===== src/rtl/dma_desc_chan.sv =====
module dma_desc_chan (
  input  logic        clk,
  input  logic        rst_n,
  input  logic        start,
  input  logic [31:0] start_addr,
  output logic        mem_req,
  output logic        mem_we,
  output logic [31:0] mem_addr,
  output logic [2:0]  mem_size,
  output logic [31:0] mem_wdata,
  input  logic        mem_ack,
  input  logic        mem_err,
  input  logic [31:0] mem_rdata,
  input  logic        periph_req,
  output logic        busy,
  output logic        ev_start,
  output logic        ev_end,
  output logic        ev_buserr,
  output logic        ev_stop,
  output logic [31:0] cur_src,
  output logic [31:0] cur_trg
);
  localparam int LEN_W = 13;
  localparam int BC_W  = 7;

  typedef enum logic [2:0] {S_IDLE, S_FETCH, S_GATE, S_RD, S_WR, S_DONE} st_t;

  st_t              state;
  logic [31:0]      ptr, link, src, trg, cmd, data;
  logic [1:0]       widx;
  logic [LEN_W-1:0] rem;
  logic [BC_W-1:0]  bcnt;
  logic             r_start, r_end, r_err, r_stop;

  logic [2:0]      wbytes, eb;
  logic [BC_W-1:0] bbytes, bnext;
  logic [31:0]     swp;
  logic [1:0]      kk;
  logic            flow, ack_ok, ack_bad;
  logic            unused_bits;

  assign wbytes = (cmd[15:14] == 2'd3) ? 3'd4 : (cmd[15:14] == 2'd2) ? 3'd2 : 3'd1;
  assign eb     = (rem < LEN_W'(wbytes)) ? rem[2:0] : wbytes;
  assign bbytes = (cmd[17:16] == 2'd3) ? 7'd32 : (cmd[17:16] == 2'd2) ? 7'd16 : 7'd8;
  assign bnext  = bcnt + BC_W'(eb);
  assign flow   = cmd[29] | cmd[28];
  assign ack_ok  = mem_req & mem_ack & ~mem_err;
  assign ack_bad = mem_req & mem_ack & mem_err;
  assign unused_bits = ^{link[3:1], cmd[27:23], cmd[20:19], cmd[13]};

  always_comb begin
    swp = '0;
    kk  = '0;
    for (int i = 0; i < 4; i++) begin
      if (i < int'(eb)) begin
        kk = 2'(int'(eb) - 1 - i);
        swp[8*i +: 8] = data[{kk, 3'b000} +: 8];
      end
    end
  end

  assign mem_req   = (state == S_FETCH) || (state == S_RD) || (state == S_WR);
  assign mem_we    = (state == S_WR);
  assign mem_addr  = (state == S_FETCH) ? ptr + {28'd0, widx, 2'b00} :
                     (state == S_RD)    ? src : trg;
  assign mem_size  = (state == S_FETCH) ? 3'd4 : eb;
  assign mem_wdata = cmd[18] ? swp : data;

  assign busy      = (state != S_IDLE);
  assign ev_start  = r_start;
  assign ev_end    = r_end;
  assign ev_buserr = r_err;
  assign ev_stop   = r_stop;
  assign cur_src   = src;
  assign cur_trg   = trg;

  always_ff @(posedge clk or negedge rst_n) begin
    if (!rst_n) begin
      state   <= S_IDLE;
      ptr     <= '0;
      link    <= '0;
      src     <= '0;
      trg     <= '0;
      cmd     <= '0;
      data    <= '0;
      widx    <= '0;
      rem     <= '0;
      bcnt    <= '0;
      r_start <= 1'b0;
      r_end   <= 1'b0;
      r_err   <= 1'b0;
      r_stop  <= 1'b0;
    end else begin
      r_start <= 1'b0;
      r_end   <= 1'b0;
      r_err   <= 1'b0;
      r_stop  <= 1'b0;
      if (ack_bad) begin
        state <= S_IDLE;
        r_err <= 1'b1;
      end else begin
        case (state)
          S_IDLE: if (start) begin
            ptr   <= {start_addr[31:4], 4'h0};
            widx  <= '0;
            state <= S_FETCH;
          end
          S_FETCH: if (ack_ok) begin
            widx <= widx + 2'd1;
            case (widx)
              2'd0: link <= mem_rdata;
              2'd1: src  <= mem_rdata;
              2'd2: trg  <= mem_rdata;
              default: begin
                cmd     <= mem_rdata;
                rem     <= mem_rdata[LEN_W-1:0];
                bcnt    <= '0;
                r_start <= mem_rdata[22];
                state   <= (mem_rdata[LEN_W-1:0] == '0) ? S_DONE : S_GATE;
              end
            endcase
          end
          S_GATE: if (!flow || periph_req) begin
            bcnt  <= '0;
            state <= S_RD;
          end
          S_RD: if (ack_ok) begin
            data  <= mem_rdata;
            state <= S_WR;
          end
          S_WR: if (ack_ok) begin
            if (cmd[31]) src <= src + 32'(eb);
            if (cmd[30]) trg <= trg + 32'(eb);
            rem  <= rem - LEN_W'(eb);
            bcnt <= bnext;
            if (rem == LEN_W'(eb))  state <= S_DONE;
            else if (bnext >= bbytes) state <= S_GATE;
            else                      state <= S_RD;
          end
          S_DONE: begin
            r_end <= cmd[21];
            if (link[0]) begin
              r_stop <= 1'b1;
              state  <= S_IDLE;
            end else begin
              ptr   <= {link[31:4], 4'h0};
              widx  <= '0;
              state <= S_FETCH;
            end
          end
          default: state <= S_IDLE;
        endcase
      end
    end
  end
endmodule


===== config.mk =====
export PLATFORM = sky130hd
export DESIGN_NAME = dma_desc_chan
export DESIGN_NICKNAME = d
export VERILOG_FILES = /design/src/rtl/dma_desc_chan.sv
export SDC_FILE = /design/constraint.sdc
export NUM_CORES = 1
export LEC_CHECK = 0
export ABC_CLOCK_PERIOD_IN_PS = 4500
export BUFFER_PORTS_ARGS = -buffer_cell sky130_fd_sc_hd__buf_2
export CORE_MARGIN = 4
export CORE_UTILIZATION = 30
export CTS_BUF_LIST = sky130_fd_sc_hd__clkbuf_2
export DETAILED_ROUTE_END_ITERATION = 8
export HOLD_SLACK_MARGIN = 0.12
export PLACE_DENSITY = 0.44
export REMOVE_ABC_BUFFERS = 1
export SYNTH_ARGS = -nofsm -noshare
export SYNTH_HDL_FRONTEND = slang
export SYNTH_SLANG_ARGS = --single-unit

===== constraint.sdc =====
create_clock -name clk -period 4.5 [get_ports clk]
set_input_delay 0.225 -clock clk [delete_from_list [all_inputs] [get_ports clk]]
set_output_delay 0.225 -clock clk [all_outputs]
set_load 0.05 [all_outputs]

# Yosys cells after proc, flatten, opt, wreduce, memory -nomap -nowiden
# Index checks and enable logic that the tools add are counted.
dict set report totals {
  input_bits 70
  wordCells 153
  out_inout_bits 138
  ff_bits 221
}
dict set report classes {
  n_shift 4
  addsub 10
  eq_ne 28
  n_lt_le_gt_ge 6
  reduce_logical 23
  n_bitwise 7
  muxes 61
}
# cell n
set op_table {}
lappend op_table {{$mux W32} 13}
lappend op_table {{$pmux W32 S2} 3}
lappend op_table {{$shiftx A32 B6 Y8} 4}
lappend op_table {{$add A32 B3 Y32} 2}
lappend op_table {{$mux W13} 3}
lappend op_table {{$mux W3} 12}
lappend op_table {{$add A32 B4 Y32} 1}
lappend op_table {{$mux W8} 4}
lappend op_table {{$mux W7} 4}
lappend op_table {{$pmux W13 S2} 1}
lappend op_table {{$reduce_and A6 Y1} 4}
lappend op_table {{$pmux W7 S3} 1}
lappend op_table {{$pmux W3 S6} 1}
lappend op_table {{$ne A3 B3 Y1 const B} 5}
lappend op_table {{$eq A13 B3 Y1} 1}
lappend op_table {{$logic_not A13 Y1} 1}
lappend op_table {{$lt A13 B3 Y1} 1}
lappend op_table {{$sub A13 B3 Y13} 1}
lappend op_table {{$mux W1} 12}
lappend op_table {{$reduce_and A4 Y1} 3}
lappend op_table {{$eq A2 B2 Y1 const B} 5}
lappend op_table {{$ne A2 B1 Y1 const B} 5}
lappend op_table {{$ne A2 B2 Y1 const B} 5}
lappend op_table {{$reduce_and A5 Y1} 2}
lappend op_table {{other kinds (27)} 45}

# Logic depth before layout (Yosys ltp)
dict set report logic_depth {
  ltp_word 12
  ltp_mapped 21
  mapped_depth_nobuf 19
}

# Least setup slack after synthesis
# Ideal clock, no wire load.
dict set report synth_path {
  path_type {reg2reg}
  startpoint {reg cmd[15]}
  endpoint {reg state[0]}
  setup_time_ns 0.139
  required_time_ns 4.361
  arrival_time_ns 3.917
  period_less_slack_ns 4.056
  path_buffers 2
  path_stages_with_launch 21
  path_slack_ns 0.444
  cell_sequence {dfrtp_1 > nor2b_1 > inv_1 > ha_1 > o21a_1 > o21a_1 > clkbuf_1 > nor2_2 > o21ai_0 > buf_2 > ha_1 > a21o_1 > a21oi_1 > xor2_1 > ha_1 > inv_1 > o41ai_1 > a21o_1 > a2111oi_0 > o311ai_0 > o21ai_0}
}
dict set report synth_via {
  elab_chain_cells 12
  elab_cells_between_ends 14
  cone_classes {add/sub (1); order compare (2); eq/ne (3); mux (8)}
}
# item line
set synth_rtl {}
lappend synth_rtl {{start: declaration} 29} ;# logic [31:0] ptr, link, src, trg, cmd, data;
lappend synth_rtl {{start signal: assignment} 115} ;# cmd <= mem_rdata;
lappend synth_rtl {{$eq A2 B2 Y1} 42} ;# assign wbytes = (cmd[15:14] == 2'd3) ? 3'd4 : (cmd[15:14] == 2'd2) ? 3'd2 : 3'd1;
lappend synth_rtl {{$mux W2} 42}
lappend synth_rtl {{$mux W3 *} 42}
lappend synth_rtl {{$lt A13 B3 Y1} 43} ;# assign eb = (rem < LEN_W'(wbytes)) ? rem[2:0] : wbytes;
lappend synth_rtl {{$mux W3 *} 43}
lappend synth_rtl {{$add A7 B3 Y7} 45} ;# assign bnext = bcnt + BC_W'(eb);
lappend synth_rtl {{$ge A7 B6 Y1} 137} ;# else if (bnext >= bbytes) state <= S_GATE;
lappend synth_rtl {{$mux W1} 137}
lappend synth_rtl {{$mux W3 *} 136} ;# if (rem == LEN_W'(eb)) state <= S_DONE;
lappend synth_rtl {{$mux W3 *} 131} ;# S_WR: if (ack_ok) begin
lappend synth_rtl {{$pmux W3 S6 *} 102} ;# case (state)
lappend synth_rtl {{$mux W3 *} 98} ;# if (ack_bad) begin
lappend synth_rtl {{end signal: assignment} 119} ;# state <= (mem_rdata[LEN_W-1:0] == '0) ? S_DONE : S_GATE;
lappend synth_rtl {{end: declaration} 28} ;# st_t state;
# Every way passes the cells marked *; elsewhere a longest branch is shown, timed or not. The select of a mux whose other input is x is not followed.
# A chain may end at the register's enable or synchronous reset.

# Worst setup path after layout
dict set report layout_path {
  startpoint {reg cmd[15]}
  endpoint {out mem_wdata[30]}
}
dict set report layout_via {
  elab_chain_cells 10
  elab_cells_between_ends 12
  cone_classes {add/sub (2); order compare (2); eq/ne (2); shift (1); mux (5)}
}
# item line
set layout_rtl {}
lappend layout_rtl {{$eq A2 B2 Y1} 42}
lappend layout_rtl {{$mux W2} 42}
lappend layout_rtl {{$mux W3 *} 42}
lappend layout_rtl {{$lt A13 B3 Y1} 43}
lappend layout_rtl {{$mux W3 *} 43}
lappend layout_rtl {{$sub A2 B1 Y2 (2 in a row)} 56} ;# kk = 2'(int'(eb) - 1 - i);
lappend layout_rtl {{$shiftx A32 B6 Y8} 57} ;# swp[8*i +: 8] = data[{kk, 3'b000} +: 8];
lappend layout_rtl {{$mux W8 *} 55} ;# if (i < int'(eb)) begin
lappend layout_rtl {{$mux W32 *} 67} ;# assign mem_wdata = cmd[18] ? swp : data;
lappend layout_rtl {{end: declaration} 10} ;# output logic [31:0] mem_wdata,
# Every way passes the cells marked *; elsewhere a longest branch is shown, timed or not.

==> impl_metrics.csv <==
group,metric,value,unit
run_status,outcome,"completed",
place,dp_hpwl,32.7,mm
drt,vias,11813,
sta,fmax,239,MHz
floorplanning,initial_core_util,0.303,
worst_setup_path,end_kind,"primary output",
grt,use_met3,0.0329,
final_layout,drive_above_1_share,0.228,
synth,syn_inst,1325,
place,placed_cells,1992,
pwr,power_switching,6.78,mW
place,io_buffers,203,
worst_setup_path,start_kind,"flop",
synth,syn_area_per_cell,9.08,µm²
worst_setup_path,cpMaxStageDelayCell,"dfrtp_1",
grt,top_usage_layer,"met2",
sta,max_slew_margin,0.271,
floorplanning,rows,73,
cts,htreeDepth,4,
pwr,p_per_area,759,mW/mm²
worst_setup_path,slowest_delay,0.44,ns
drt,drtAntennaViolNets,0,
grt,grt_use_met2,0.345,
sta,fin_crit_sh,0.929,
pwr,seqPwrFrac,0.301,
worst_setup_path,path_cells,"buf_4, nand2_1, ha_1, and4b_2, buf_4, nand3_1, o21ai_1, buf_6, buf_4, mux2_1, o22ai_1, buf_2",
hold_path,hold_path_class,"in2reg",
cts,cts_tree,"built",
synth,yosys_register_bits,192,
worst_setup_path,reg2regPathDepth,17,
worst_setup_path,crit_required,4.28,ns
grt,track_usage,0.220,
floorplanning,core-area,0.0397,mm²
drt,vias_per_cell,5.46,
synth,ys_seq_area_frac,0.399,
synth,netlist_area,0.0120,mm²
synth,yosys_warnings,0,
drt,dr.pass1.iters,5,
grt,grt_pass1_wl,73.9,mm
sta,hold_viol,0,
floorplanning,die_area,0.0434,mm²
synth,synthArstFlopShare,1.00,
grt,gr-total-overflow,0,
cts,clk_pin_slew_worst_paths,0.31,ns
final_layout,final_common_cell,"buf_2",
cts,cts.path.max_buffers,2,
final_layout,area_growth,27.3,%
synth,ys.flop_type,"dfrtp_1",
pwr,swShare,0.584,
pwr,p_int,4.84,mW
sta,fin_worst_skew,0.0696,ns
cts,clockRootBuffer,"clkbuf_2",
grt,antenna_found_initial,2,
synth,synth_enable_flop_cells,0,
drt,drt_wl_total,48.8,mm
sta,timing.final.ws_setup,0.321,ns
cts,numCtsBuffers,17,
sta,slew_violations,0,
sta,tightest_slew,1.09,ns
floorplanning,die_w,208,µm
final_layout,fin_cells,2164,
sta,tns,0,ns
floorplanning,io_pins,208,
pwr,p_leak,6.99,nW
place,gp_congestion,0.816,
pwr,pwr-share-comb,0.614,
floorplanning,die_y,208,µm
drt,drc,0,
grt,grtUsageMet1,0.319,
drt,drt-initial-drc-count,950,
worst_setup_path,crit_top_cell,"buf_4",
grt,grt_pass1_vias,11277,
place,pre_cts_ws,0.284,ns
cts,clock-sinks,192,
drt,routedWlPerCell,22.6,µm
worst_setup_path,cp_max_fo,15,
run,drv_cap,0,
grt,grt_max_degree,85,
pwr,ir_drop,0.526,mV
sta,setup_viol,0,
pwr,total_power,11.6,mW
pwr,clockPowerShare,0.085,
cts,clock_latency,0.97,ns
hold_path,whs_path_depth,3,
worst_setup_path,path_class,"reg2out",
synth,synth_cell_type_count,72,
worst_setup_path,arrival,3.95,ns
sta,rsz0062_at_grt,"false",
final_layout,nets,1720,
sta,fin_crit,4.18,ns
final_layout,fill_cells,4100,
final_layout,layout_common_cells,"202 x buf_2, 191 x dfrtp_1, 134 x dlygate4sd3_1, 126 x a21oi_1, 124 x nand2_1",
## layout make-up
cell class              count  area [µm²]  share of cell area
clock buffers              17        85.1             0.00556
multi-input cells        1009        6770               0.442
inverters                  25        97.6             0.00637
flip-flops and latches    192        4810               0.314
repair buffers            380        2730               0.178
well taps                 525         657              0.0429
diodes                      1        2.50            0.000163
clock inverters            15         178              0.0116
## cells by family after synthesis
logic type,count (synthesis),synth area share
AOI/OAI and AO/OA,446,0.243
xor gates and xnor gates,9,0.00655
adders and majority gates,25,0.0285
buffers and inverters,124,0.0419
DFF,192,0.399
muxes,145,0.128
and+or+nand+nor,384,0.153
## metal layers
metal,share of wire,up-vias
met4,0.018,0
met3,0.042,45
li1,-,5528
met5,0,-
met2,0.47,338
met1,0.47,5902
## repair_timing
action,CTS,global route
pin swaps,0,0
endpoints found under the setup margin,6,9
buffers inserted,0,4
hold endpoints to repair,381,0
gates resized for setup,1,3
hold buffers,135,0
## critical path, delay by kind of cell (launching register included)
family / cells / cell delay (ns)
buf+inv: 5 / 1.02
mux: 1 / 0.33
fa+ha+maj: 1 / 0.21
flops: 1 / 0.44
simple gates: 3 / 0.57
compound gates: 2 / 0.45
## metrics by stage
stage	utilization	area (µm²)	hold slack (ns)
global placement	0.343	13600	0.309
global route	0.385	15300	0.140
floorplan	-	11600	-0.0706
CTS	0.384	15300	0.121
finish	0.385	15300	0.214
detailed placement	0.343	13600	0.308
## state kept, by name, summed over array words and instances, names as in the netlist, 2 cells and up
name     count
bcnt         7
cmd         10
cur_src     32
cur_trg     32
data        32
link        29
ptr         28
rem         13
state        3
widx         2
## power by group through the flow
stage	Combinational (mW)	Clock (mW)	Sequential, mW
global route	7.64	1.10	3.63
global placement	6.98	0	3.51
detailed placement	7.02	0	3.52
finish	7.14	0.992	3.49
floorplan	4.22	0	4.18
CTS	7.15	1.04	3.48
## synthesized netlist by cell type (all sizes together) (3+ instances only)
library cell | n | area [µm²]
or3 | 3 | 18.8
o31ai | 8 | 60.1
inv | 24 | 92.6
nand3b | 3 | 22.5
nand2b | 29 | 181
dfrtp | 192 | 4800
mux2i | 75 | 751
o221ai | 24 | 210
and3 | 26 | 163
and2 | 9 | 56.3
or2 | 3 | 18.8
nand4 | 11 | 68.8
o21ai | 90 | 469
a211o | 4 | 35.0
ha | 21 | 263
nand3 | 18 | 90.1
nor2b | 5 | 31.3
buf | 25 | 130
nand4b | 3 | 32.5
mux2 | 70 | 788
a41oi | 10 | 87.6
fa | 4 | 80.1
a2bb2oi | 3 | 26.3
a21oi | 128 | 641
a211oi | 20 | 150
a311oi | 14 | 123
nor2 | 117 | 442
and4 | 7 | 61.3
a22o | 6 | 52.6
nor4 | 9 | 71.3
a22oi | 4 | 30.0
o22a | 44 | 385
a31oi | 26 | 163
o21a | 18 | 135
a21o | 15 | 113
o211ai | 3 | 22.5
o22ai | 12 | 75.1
nor3 | 10 | 50.1
xor2 | 8 | 70.1
clkbuf | 74 | 278
nand2 | 125 | 477
## worst paths after layout
check	endpoint	slack [ns]	startpoint
max in group asynchronous	cur_trg[18]$_DFFE_PN0P_	3.59	rst_n
max	mem_wdata[30]	0.32	cmd[15]$_DFFE_PN0P_
min in group asynchronous	data[8]$_DFFE_PN0P_	0.43	rst_n
max reg2reg	state[1]$_DFFE_PN0P_	0.38	cmd[15]$_DFFE_PN0P_
min reg2reg	ev_end$_DFF_PN0_	0.51	cmd[21]$_DFFE_PN0P_
min	link[18]$_DFFE_PN0P_	0.21	mem_rdata[18]
No activity file was read; power rests on OpenSTA's default activity.
